--- src/rtl/i2cmon_pkg.sv ---
package i2cmon_pkg;

    localparam int ERR_N    = 3;
    localparam int ERR_TMO  = 0;
    localparam int ERR_COL  = 1;
    localparam int ERR_NACK = 2;
    localparam int BUF_N    = 4;

    typedef struct packed {
        logic scl;
        logic sda;
    } line_t;

    typedef struct packed {
        logic start;
        logic restart;
        logic stop;
        logic idle;
    } bus_cond_t;

    typedef enum logic [1:0] {
        HREC_NONE,
        HREC_WAIT_IDLE,
        HREC_WAIT_STOP
    } host_rec_e;

    localparam line_t LINE_RELEASED = '{scl: 1'b1, sda: 1'b1};

    // SDA moves to 'rising' while SCL stays high on both samples
    function automatic logic sda_edge_scl_high(line_t p, line_t c, logic rising);
        return p.scl & c.scl & (p.sda == ~rising) & (c.sda == rising);
    endfunction

endpackage

--- src/rtl/i2cmon_sync.sv ---
module i2cmon_sync
    import i2cmon_pkg::*;
#(
    parameter int STAGES = 2
) (
    input  logic  clk,
    input  logic  rst,
    input  line_t raw,
    output line_t synced
);
    line_t chain [STAGES];

    generate
        for (genvar i = 0; i < STAGES; i++) begin : g_stage
            if (i == 0) begin : g_first
                always_ff @(posedge clk) begin
                    if (rst) chain[i] <= LINE_RELEASED;
                    else     chain[i] <= raw;
                end
            end else begin : g_next
                always_ff @(posedge clk) begin
                    if (rst) chain[i] <= LINE_RELEASED;
                    else     chain[i] <= chain[i-1];
                end
            end
        end
    endgenerate

    assign synced = chain[STAGES-1];
endmodule

--- src/rtl/i2cmon_cond.sv ---
module i2cmon_cond
    import i2cmon_pkg::*;
#(
    parameter int IDLE_W = 8
) (
    input  logic              clk,
    input  logic              rst,
    input  line_t             cur,
    input  logic [IDLE_W-1:0] idle_len,
    output bus_cond_t         cond
);
    line_t             prev;
    logic              busy;
    logic [IDLE_W-1:0] hi_cnt;
    logic              fell_hi, rose_hi, both_hi;

    always_comb begin
        both_hi      = cur.scl & cur.sda;
        fell_hi      = sda_edge_scl_high(prev, cur, 1'b0);
        rose_hi      = sda_edge_scl_high(prev, cur, 1'b1);
        cond.start   = fell_hi & ~busy;
        cond.restart = fell_hi & busy;
        cond.stop    = rose_hi;
        cond.idle    = both_hi & (hi_cnt == idle_len);
    end

    always_ff @(posedge clk) begin
        if (rst) begin
            prev   <= LINE_RELEASED;
            busy   <= 1'b0;
            hi_cnt <= '0;
        end else begin
            prev <= cur;
            if (fell_hi)      busy <= 1'b1;
            else if (rose_hi) busy <= 1'b0;
            if (!both_hi)                hi_cnt <= '0;
            else if (hi_cnt != idle_len) hi_cnt <= hi_cnt + 1'b1;
        end
    end
endmodule

--- src/rtl/i2cmon_tmo.sv ---
module i2cmon_tmo #(
    parameter int TMO_W = 16
) (
    input  logic             clk,
    input  logic             rst,
    input  logic             scl,
    input  logic [TMO_W-1:0] period,
    output logic             fire
);
    logic [TMO_W-1:0] low_cnt;

    // low_cnt counts earlier low cycles; saturating at period makes fire one-shot
    assign fire = ~scl & (low_cnt != period) & (low_cnt == period - 1'b1);

    always_ff @(posedge clk) begin
        if (rst || scl)           low_cnt <= '0;
        else if (low_cnt != period) low_cnt <= low_cnt + 1'b1;
    end
endmodule

--- src/rtl/i2cmon_err.sv ---
module i2cmon_err
    import i2cmon_pkg::*;
(
    input  logic             clk,
    input  logic             rst,
    input  logic             sda_s,
    input  logic             expect_high,
    input  logic             host_active,
    input  logic             client_active,
    input  logic             ninth_pulse,
    input  logic [BUF_N-1:0] buf_err,
    input  logic             tmo_fire,
    input  logic             bus_idle,
    input  logic             stop_seen,
    input  logic [ERR_N-1:0] err_en,
    input  logic [ERR_N-1:0] flag_clr,
    input  logic             irq_clr,
    output logic [ERR_N-1:0] err_flags,
    output logic             err_irq,
    output logic             mod_reset_req,
    output logic             stop_gen_req,
    output logic             client_clr_req,
    output logic             stretch_clr_req,
    output logic             host_clr_req,
    output logic             auto_nack_req
);
    logic [BUF_N-1:0] buf_prev;
    logic             buf_rise;
    logic [ERR_N-1:0] ev;
    logic             client_tmo;
    host_rec_e        hrec;

    always_comb begin
        buf_rise      = |(buf_err & ~buf_prev);
        client_tmo    = tmo_fire & client_active;
        ev            = '0;
        ev[ERR_TMO]   = tmo_fire;
        ev[ERR_COL]   = expect_high & ~sda_s;
        ev[ERR_NACK]  = ((host_active | client_active) & ninth_pulse & sda_s) | buf_rise;
    end

    always_ff @(posedge clk) begin
        if (rst) begin
            buf_prev        <= '0;
            err_flags       <= '0;
            err_irq         <= 1'b0;
            mod_reset_req   <= 1'b0;
            client_clr_req  <= 1'b0;
            stretch_clr_req <= 1'b0;
            auto_nack_req   <= 1'b0;
            stop_gen_req    <= 1'b0;
            host_clr_req    <= 1'b0;
            hrec            <= HREC_NONE;
        end else begin
            buf_prev        <= buf_err;
            err_flags       <= (err_flags & ~flag_clr) | ev;
            err_irq         <= (err_irq & ~irq_clr) | (|(ev & err_en)) | buf_rise;
            mod_reset_req   <= ev[ERR_COL] | client_tmo;
            client_clr_req  <= client_tmo;
            stretch_clr_req <= client_tmo;
            auto_nack_req   <= buf_rise;
            stop_gen_req    <= 1'b0;
            host_clr_req    <= 1'b0;
            unique case (hrec)
                HREC_NONE:
                    if (tmo_fire && host_active) hrec <= HREC_WAIT_IDLE;
                HREC_WAIT_IDLE:
                    if (bus_idle) begin
                        stop_gen_req <= 1'b1;
                        hrec         <= HREC_WAIT_STOP;
                    end
                HREC_WAIT_STOP:
                    if (stop_seen) begin
                        host_clr_req <= 1'b1;
                        hrec         <= HREC_NONE;
                    end
                default: hrec <= HREC_NONE;
            endcase
        end
    end
endmodule

--- src/rtl/i2c_bus_monitor.sv ---
module i2c_bus_monitor
    import i2cmon_pkg::*;
#(
    parameter int TMO_W       = 16,
    parameter int IDLE_W      = 8,
    parameter int SYNC_STAGES = 2
) (
    input  logic              clk,
    input  logic              rst,
    input  logic              scl_raw,
    input  logic              sda_raw,
    input  logic              host_active,
    input  logic              client_active,
    input  logic              expect_high,
    input  logic              ninth_pulse,
    input  logic [BUF_N-1:0]  buf_err,
    input  logic [TMO_W-1:0]  tmo_period,
    input  logic [IDLE_W-1:0] idle_len,
    input  logic [ERR_N-1:0]  err_en,
    input  logic [ERR_N-1:0]  flag_clr,
    input  logic              irq_clr,
    output logic              start_det,
    output logic              restart_det,
    output logic              stop_det,
    output logic              bus_idle,
    output logic [ERR_N-1:0]  err_flags,
    output logic              err_irq,
    output logic              mod_reset_req,
    output logic              stop_gen_req,
    output logic              client_clr_req,
    output logic              stretch_clr_req,
    output logic              host_clr_req,
    output logic              auto_nack_req
);
    line_t     raw_lines, lines_s;
    bus_cond_t cond;
    logic      tmo_fire;
    logic      scl_s, sda_s;

    assign raw_lines = '{scl: scl_raw, sda: sda_raw};
    assign scl_s     = lines_s.scl;
    assign sda_s     = lines_s.sda;

    i2cmon_sync #(.STAGES(SYNC_STAGES)) u_sync (
        .clk(clk), .rst(rst), .raw(raw_lines), .synced(lines_s)
    );

    i2cmon_cond #(.IDLE_W(IDLE_W)) u_cond (
        .clk(clk), .rst(rst), .cur(lines_s), .idle_len(idle_len), .cond(cond)
    );

    i2cmon_tmo #(.TMO_W(TMO_W)) u_tmo (
        .clk(clk), .rst(rst), .scl(scl_s), .period(tmo_period), .fire(tmo_fire)
    );

    i2cmon_err u_err (
        .clk(clk), .rst(rst), .sda_s(sda_s), .expect_high(expect_high),
        .host_active(host_active), .client_active(client_active),
        .ninth_pulse(ninth_pulse), .buf_err(buf_err), .tmo_fire(tmo_fire),
        .bus_idle(cond.idle), .stop_seen(cond.stop), .err_en(err_en),
        .flag_clr(flag_clr), .irq_clr(irq_clr), .err_flags(err_flags),
        .err_irq(err_irq), .mod_reset_req(mod_reset_req),
        .stop_gen_req(stop_gen_req), .client_clr_req(client_clr_req),
        .stretch_clr_req(stretch_clr_req), .host_clr_req(host_clr_req),
        .auto_nack_req(auto_nack_req)
    );

    assign start_det   = cond.start;
    assign restart_det = cond.restart;
    assign stop_det    = cond.stop;
    assign bus_idle    = cond.idle;
endmodule

--- config.mk ---
export PLATFORM = sky130hd
export DESIGN_NAME = i2c_bus_monitor
export DESIGN_NICKNAME = d
export VERILOG_FILES = /design/src/rtl/i2cmon_pkg.sv /design/src/rtl/i2cmon_sync.sv /design/src/rtl/i2cmon_cond.sv /design/src/rtl/i2cmon_tmo.sv /design/src/rtl/i2cmon_err.sv /design/src/rtl/i2c_bus_monitor.sv
export SDC_FILE = /design/constraint.sdc
export NUM_CORES = 1
export LEC_CHECK = 0
export ABC_AREA = 1
export BUFFER_PORTS_ARGS = -buffer_cell sky130_fd_sc_hd__clkbuf_2
export CORE_AREA = 2 2 95 97
export DETAILED_ROUTE_END_ITERATION = 8
export DIE_AREA = 0 0 97 99
export GPL_ROUTABILITY_DRIVEN = 1
export PLACE_DENSITY = 0.65
export SYNTH_ARGS = -nofsm -noshare
export SYNTH_HDL_FRONTEND = slang
export SYNTH_SLANG_ARGS = --single-unit
--- constraint.sdc ---
create_clock -name clk -period 1.85 [get_ports clk]
set_input_delay 0.185 -clock clk [delete_from_list [all_inputs] [get_ports clk]]
set_output_delay 0.185 -clock clk [all_outputs]
set_load 0.1 [all_outputs]
==> results by group, run 1 <==
Setup path
  – WP data arrival: approximately 1600 ps
  – Crit path cell chain: nand2_1 -> nor2_2 -> clkbuf_2
  – Crit end category: output pin
  – Critical Path Start: u_sync.chain[1][1]
  – Max FO, Critical Path: 5
  – Crit-path max cell delay: between 400 and 500 ps
  – Worst path top cell family by delay: buffers and inverters
  – CP max stage cell: clkbuf_2
  – Startpoint Class: register
  – CP Data Required Time: about 1700 ps
  – R2R Path Start: u_tmo.low_cnt[3]
  – Crit path kind: register to output pin
  – Sum of buffers and inverters on the critical path: 1

Synth
  – Avg Inst Size Synth: 5.94 µm²
  – Predominant post-synthesis flop cell: dfxtp_1
  – Yosys cell types: 33
  – Synth Net Count: 543
  – Register bit count reported by yosys: 46
  – Post-Synthesis Cells: 497
  – Mapped Area: 2950 µm²
  – Syn. warnings: 0
  – Ys async rst share: 0
  – Register area share after synthesis: 0.312
  – EDFF count, synth: 0

Drt
  – Iter 0 DRT Violations: 160
  – Remaining DRCs: 0
  – Vias/cell: 4.77
  – First-pass DRT Iterations: 4
  – WL/cell: 11.7 µm
  – Detail Route Antenna Nets: 0
  – Routed Wire Length: a little under 8000 µm
  – Via count: 3227

Timing
  – Slew headroom: 0.638
  – Final setup vio count: 0
  – Clock period minus worst slack: 1740 ps
  – Final hold violation count: 0
  – Clock skew after layout: 7.85 ps
  – Hold_ws: about 60 ps
  – Slew @ Worst Pin: 546 ps
  – Worst Setup Slack, final: 106 ps
  – RSZ-0062 raised after global routing: no
  – Pins Over Slew Limit: 0
  – Achievable Freq: 573 MHz
  – Tcrit/Tclk final: 0.943

Clocking
  – Sink Count: 46
  – Worst-Skew Late Latency: ~310 ps
  – Root Driver: clkbuf_8
  – H-Tree Depth: 2
  – CTS Buf Count: 5
  – Cts-stage hold buffer count: 0
  – Max clock buf depth: 2
  – CTS tree: done
  – CTS clk-pin slew, worst paths: ~100 ps

Placed design
  – Port bufs: 56
  – Number of cells after detailed placement: 665
  – Detailed Place HPWL: 6370 µm
  – Post-place instance area: ~3400 µm²
  – Placer Congestion: 0.913
  – Pre-CTS setup slack: 63.4 ps

Die
  – Die area: between 9000 and 10000 µm²
  – Core Region: 8550 µm²
  – Initial Util: 0.345
  – FP Rows: 34
  – IO Count: between 50 and 60
  – Die extent in y: about 99 µm
  – Die width: 97 µm

Power and ir drop
  – Total power: 2020 µW
  – Sw frac: 0.312
  – Reg power frac: 0.507
  – Clk pwr share: 0.330
  – Net Switching: 630 µW
  – Gate power share: 0.163
  – Peak supply drop: 0.356 mV
  – Leak: 0.00168 µW
  – Pwr Density: ~560 nW/µm²
  – Pint: 1390 µW

Global routing
  – Largest net degree at the start of global routing: 18
  – Initial antenna violation count: 0
  – Vias in the first global route: 3006
  – Total GRT Usage: 0.164
  – First-pass GRT wire length: 13000 µm
  – Gr ovfl total: 0

Final layout
  – # nets final: 613
  – Area growth from synthesis to layout: 21.1%
  – Share of post-route cells with drive strength above 1: 0.192
  – Most frequent cells in the layout: nand2_1, inv_1, nor2_1, clkbuf_2, dfxtp_1
  – Most common cell after layout, fill and taps aside: nand2_1
  – # fillers: approximately 900
  – Multi-input gate area: 1740 µm²
  – Final non-filler cell total: 676
  – Diode count: 0
  – Final instance area: between 3000 and 4000 µm²
  – FF/Latch Area: 925 µm²

Hold path
  – Hold_sp: sda_raw
  – Hold Crit Class: primary input to register

Outcome
  – Status: completed

Run
  – Max_cap viols: 0
-- cells by family after synthesis --
kind of cell	synth area share
and+or+nand+nor	0.450
buffers and inverters	0.114
AOI/OAI and AO/OA	0.0932
DFF	0.312
xor gates and xnor gates	0.0178
adders and majority gates	0.0127
-- synthesized netlist by cell type (2+ instances only) --
| master | count | area share |
|---|---|---|
| ha_1 | 3 | 0.013 |
| nor3_1 | 12 | 0.020 |
| nor3b_1 | 3 | 0.0076 |
| nor2_2 | 5 | 0.011 |
| inv_1 | 81 | 0.10 |
| o21ai_1 | 2 | 0.0034 |
| a21oi_1 | 26 | 0.044 |
| or2_2 | 4 | 0.0085 |
| xor2_1 | 6 | 0.018 |
| o21ai_0 | 18 | 0.030 |
| o22ai_1 | 3 | 0.0064 |
| nand3_1 | 33 | 0.056 |
| nor2_1 | 63 | 0.080 |
| dfxtp_1 | 46 | 0.31 |
| nand3b_1 | 3 | 0.0076 |
| nand2_2 | 4 | 0.0085 |
| nand2_1 | 155 | 0.20 |
| nor2_4 | 4 | 0.015 |
| nor4_1 | 4 | 0.0085 |
| clkbuf_1 | 2 | 0.0025 |
| nand4_1 | 8 | 0.017 |
-- metal layers --
layer / vias up / global-route usage / part of all wire
li1: 1697 / - / -
met1: 1420 / 0.197 / 0.44
met2: 88 / 0.287 / 0.47
met3: 22 / 0.0248 / 0.048
met4: 0 / 0.0813 / 0.037
met5: - / 0 / 0
-- registers in the layout, indices dropped and copies added (netlist names) --
name	count
u_err.host_clr_req	1
u_err.stop_gen_req	1
u_err.buf_prev	4
u_cond.prev	2
u_err.client_clr_req	1
u_cond.busy	1
u_err.err_irq	1
u_err.err_flags	3
u_tmo.low_cnt	16
u_cond.hi_cnt	8
u_err.auto_nack_req	1
u_err.mod_reset_req	1
u_err.hrec	2
u_sync.chain	4
-- path summary, 6_finish.rpt --
| kind | depth (start not counted) | end | slack, ps |
|---|---|---|---|
| worst min register to register | 1 | u_sync.chain[1][1] | 410 |
| worst min-delay path | 2 | u_sync.chain[0][0] | 60 |
| worst max register to register | 13 | u_tmo.low_cnt[12] | 170 |
| worst max-delay path | 3 | stop_det | 110 |
-- timing repair --
action,4_1_cts,5_1_grt
pin swaps,0,2
gates cloned,0,1
buffers inserted,0,2
setup endpoints to repair,1,10
gates resized for setup,1,12
-- worst reg2reg max path: stages (launching register included) --
cell and delay, ps:
dfxtp_1 400, inv_1 100, nand2_1 80, nand2_1 100, nor2_1 140, nand2_1 70
nor2_2 140, nand2_4 140, inv_4 140, nor2_4 60, nand2_4 60, o21ai_1 60
nand2_1 60, nor2_1 30
-- cell type report --
class / instances / share of cell area
Multi-Input combinational cell: 364 / 0.485
Sequential cell: 46 / 0.258
Timing Repair Buffer: 66 / 0.104
Inverter: 84 / 0.0888
Tap cell: 108 / 0.0378
Clock buffer: 5 / 0.0192
Clock inverter: 3 / 0.00700
-- power groups by stage --
stage | logic [µW] | registers, µW | clock network (µW)
after floorplan | 169 | 1090 | 0
after global placement | 318 | 1050 | 0
after detailed placement | 321 | 1050 | 0
after CTS | 323 | 1020 | 691
after global routing | 367 | 1030 | 726
final | 329 | 1020 | 666
-- stage by stage --
step	utilization	TNS, ps
3_5_place_dp	0.401	0
6_report	0.418	0
3_3_place_gp	0.401	0
4_1_cts	0.412	0
5_1_grt	0.418	0
2_1_floorplan	-	-258
No activity file was read; power rests on OpenSTA's default activity.
==> run 2: changes to the inputs <==
--- a/config.mk
+++ b/config.mk
@@ -7,9 +7,8 @@
 export LEC_CHECK = 0
-export ABC_AREA = 1
 export BUFFER_PORTS_ARGS = -buffer_cell sky130_fd_sc_hd__clkbuf_2
-export CORE_AREA = 2 2 95 97
+export CORE_AREA = 2 2 90 92
 export DETAILED_ROUTE_END_ITERATION = 8
-export DIE_AREA = 0 0 97 99
+export DIE_AREA = 0 0 92 94
 export GPL_ROUTABILITY_DRIVEN = 1
-export PLACE_DENSITY = 0.65
+export PLACE_DENSITY = 0.66
 export SYNTH_ARGS = -nofsm -noshare
==> constraint.sdc (replaced) <==
create_clock -name clk -period 1.85 [get_ports clk]
set_input_delay 0.37 -clock clk [delete_from_list [all_inputs] [get_ports clk]]
set_output_delay 0.37 -clock clk [all_outputs]
set_load 0.1 [all_outputs]
==> run 2 against run 1 <==
  * The run now ends with negative setup slack left
  * Clock-buffer cell count grew 2
  * Via count fell by 15%
  * Worst setup slack worse by 430 ps
  * Global-route usage grew 0.45 points
  * Die area is 9.9% lower
  * Sequential share of layout area fell by 2.9 points
  * Register-to-register slack got worse by 290 ps
  * Flip-flop and latch count is the same
  * Core utilization up 12 points
  * Critical endpoint is now u_err.err_flags[0]
==> results by group, run 2 <==
Outcome
  – Status: complete, but fails checks (was completed)
  – Failing checks: negative setup slack

Timing
  – Clock period minus worst slack: 2180 ps (was 1740 ps)
  – RSZ-0062 raised after global routing: yes (was no)
  – Achievable Freq: 460 MHz (was 573 MHz)
  – Worst Setup Slack, final: -326 ps (was 106 ps)
  – Slew headroom: 0.603 (was 0.638)
  – Clock skew after layout: 10.4 ps (was 7.85 ps)
  – Tcrit/Tclk final: 1.18 (was 0.943)
  – Pins Over Slew Limit: 0 (unchanged)
  – Final hold violation count: 0 (unchanged)
  – Slew @ Worst Pin: 595 ps (was 546 ps)
  – Final setup vio count: 9 (was 0)

Synth
  – Post-Synthesis Cells: 311 (was 497)
  – Register bit count reported by yosys: 46 (unchanged)
  – Top cells by area, synth: dfxtp_1, xnor2_1, xor2_1 (was dfxtp_1, nand2_1, inv_1)
  – Share of the synthesized area in the top cell type: 0.348 (was 0.312)
  – Most common cell in the netlist: dfxtp_1 (was nand2_1)
  – Synth Net Count: 357 (was 543)
  – Register area share after synthesis: 0.348 (was 0.312)
  – Syn. warnings: 0 (unchanged)
  – EDFF count, synth: 0 (unchanged)
  – Ys async rst share: 0 (unchanged)
  – Mapped Area: 2640 µm² (was 2950 µm²)
  – Yosys cell types: 53 (was 33)
  – Cell taking the most area after synthesis: dfxtp_1 (unchanged)
  – Avg Inst Size Synth: 8.50 µm² (was 5.94 µm²)
  – Predominant post-synthesis flop cell: dfxtp_1 (unchanged)
  – Synth top cells by count: dfxtp_1, nor2_1, xnor2_1 (was nand2_1, inv_1, nor2_1)

Hold path
  – Hold Crit Class: primary input to register (unchanged)
  – Endpoint, Worst Hold: u_sync.chain[0][1] (was u_sync.chain[0][0])
  – Hold Crit Depth: 2 (unchanged)
  – Hold_sp: scl_raw (was sda_raw)

Clocking
  – CTS clk-pin slew, worst paths: 80 ps (was 100 ps)
  – CTS Buf Count: 5 (unchanged)
  – Max clock buf depth: 2 (unchanged)
  – CTS tree: done (unchanged)
  – H-Tree Depth: 2 (unchanged)
  – Sink Count: 46 (unchanged)
  – Root Driver: clkbuf_8 (unchanged)
  – Worst-Skew Late Latency: 300 ps (was 310 ps)
  – Cts-stage hold buffer count: 0 (unchanged)

Drt
  – Routed Wire Length: 7450 µm (was 7940 µm)
  – Remaining DRCs: 0 (unchanged)
  – Detail Route Antenna Nets: 0 (unchanged)
  – Vias/cell: 5.05 (was 4.77)
  – First-pass DRT Iterations: 4 (unchanged)
  – WL/cell: 13.7 µm (was 11.7 µm)
  – Iter 0 DRT Violations: 118 (was 160)
  – Via count: 2750 (was 3227)

Global routing
  – Largest net degree at the start of global routing: 26 (was 18)
  – Global-route met3 utilization: 0.0281 (was 0.0248)
  – First-pass GRT wire length: 11800 µm (was 13000 µm)
  – Total GRT Usage: 0.169 (was 0.164)
  – Gr ovfl total: 0 (unchanged)
  – Vias in the first global route: 2638 (was 3006)
  – Initial antenna violation count: 0 (unchanged)
  – M1 GR Usage: 0.206 (was 0.197)
  – GRT Max-Usage Layer: met2 (unchanged)
  – Met2 usage: 0.303 (was 0.287)

Setup path
  – Max FO, Critical Path: 5 (unchanged)
  – Crit end category: register (was output pin)
  – Startpoint Class: primary input (was register)
  – Worst reg2reg setup slack: -120 ps (was 170 ps)
  – R2R Path Start: u_tmo.low_cnt[8] (was u_tmo.low_cnt[3])
  – CP Data Required Time: 2050 ps (was 1660 ps)
  – WP data arrival: 2380 ps (was 1560 ps)
  – R2R depth: 6 (was 13)
  – Terminus of the critical flop-to-flop path: u_err.err_flags[0] (was u_tmo.low_cnt[12])
  – Crit path kind: primary input to register (was register to output pin)

Die
  – FP Rows: 32 (was 34)
  – Die width: 92 µm (was 97 µm)
  – Initial Util: 0.348 (was 0.345)
  – IO Count: 57 (unchanged)
  – Die extent in y: 94 µm (was 99 µm)
  – Core Region: 7610 µm² (was 8550 µm²)
  – Die area: 8650 µm² (was 9600 µm²)

Final layout
  – Largest register FFs: 16 (unchanged)
  – Biggest register: u_tmo.low_cnt (unchanged)
  – # fillers: 687 (was 898)
  – Multi-input gate area: 1900 µm² (was 1740 µm²)
  – Most frequent cells in the layout: buf_4, clkbuf_2, nor2_1, dfxtp_1, xnor2_1 (was nand2_1, inv_1, nor2_1, clkbuf_2, dfxtp_1)
  – # nets final: 488 (was 613)
  – Most common cell after layout, fill and taps aside: buf_4 (was nand2_1)
  – Share of post-route cells with drive strength above 1: 0.490 (was 0.192)
  – Diode count: 0 (unchanged)
  – FF/Latch Area: 947 µm² (was 925 µm²)
  – Area growth from synthesis to layout: 55.9% (was 21.1%)
  – Largest regs: u_tmo.low_cnt x16, u_cond.hi_cnt x8 (unchanged)

Power and ir drop
  – Pwr Density: 510 nW/µm² (was 564 nW/µm²)
  – Leak: 0.00165 µW (was 0.00168 µW)
  – Total power: 2100 µW (was 2020 µW)
  – Peak supply drop: 0.321 mV (was 0.356 mV)

Placed design
  – Port bufs: 56 (unchanged)
  – Pre-CTS setup slack: -671 ps (was 63.4 ps)
  – Placer Congestion: 0.931 (was 0.913)
  – Detailed Place HPWL: 5720 µm (was 6370 µm)

Run
  – Max_cap viols: 0 (unchanged)
run 2: where the power goes:
| part | switching [µW] | internal [µW] |
|---|---|---|
| combinational | 216 | 183 |
| sequential | 14.8 | 1010 |
| clock | 336 | 343 |
| total | 567 | 1530 |
run 2: area by class of cell:
class,instances,share of cell area
repair buffers,137,0.239
well taps,102,0.0310
inverters,11,0.0143
flip-flops and latches,46,0.230
multi-input cells,241,0.460
clock buffers,7,0.0234
clock inverters,1,0.00212
run 2: stage by stage:
stage | cell area [µm²] | util | hold WS (ps) | std cells | setup TNS (ps)
2_1_floorplan | 2790 | - | 389 | 311 | -1920
3_3_place_gp | 3660 | 0.481 | 392 | 518 | -6680
3_5_place_dp | 3660 | 0.481 | 397 | 518 | -7560
4_1_cts | 3900 | 0.513 | 240 | 534 | -1570
5_1_grt | 4120 | 0.542 | 243 | 545 | -2520
6_report | 4120 | 0.542 | 253 | 545 | -1580
run 2: critical path, stage by stage:
cell and delay (ps):
clkbuf_16 130, inv_12 40, ha_4 110, or4b_4 480, or4b_1 510, a21boi_1 140
o21a_2 160, o2111ai_4 170, o31ai_1 250
run 2: worst max path at each step:
| stage | start | endpoint | slack, ps |
|---|---|---|---|
| 6_report | tmo_period[0] | u_err.err_flags[0] | -330 |
| 3_5_place_dp | tmo_period[0] | u_err.err_flags[0] | -670 |
| 5_1_grt | tmo_period[0] | u_err.mod_reset_req | -440 |
| 2_1_floorplan | tmo_period[0] | u_err.err_irq | -370 |
| 3_3_place_gp | tmo_period[0] | u_err.err_irq | -600 |
| 4_1_cts | tmo_period[0] | u_err.err_irq | -350 |
run 2: per-layer routing:
metal	up-vias	part of all wire	wire, µm
met5	-	0	0
met4	0	0.024	181
met3	14	0.026	197
met2	50	0.52	3910
met1	1312	0.42	3170
li1	1374	-	-
run 2: cell families (layout without fill, tap and decap cells):
kind of cell    after synthesis  count (layout)  share of synthesized area
compound gates               55              56                      0.154
xor+xnor                     42              42                      0.139
mux                           4               4                     0.0151
flops                        46              46                      0.348
fa+ha+maj                     3               3                     0.0142
simple gates                136             136                      0.288
buf+inv                      25             156                     0.0412
run 2: repair_timing:
| action | 4_1_cts | 5_1_grt |
|---|---|---|
| endpoints found under the setup margin | 19 | 17 |
| cloned | 0 | 1 |
| buffers inserted | 8 | 10 |
| resized for setup | 20 | 33 |
| pin swaps | 15 | 31 |
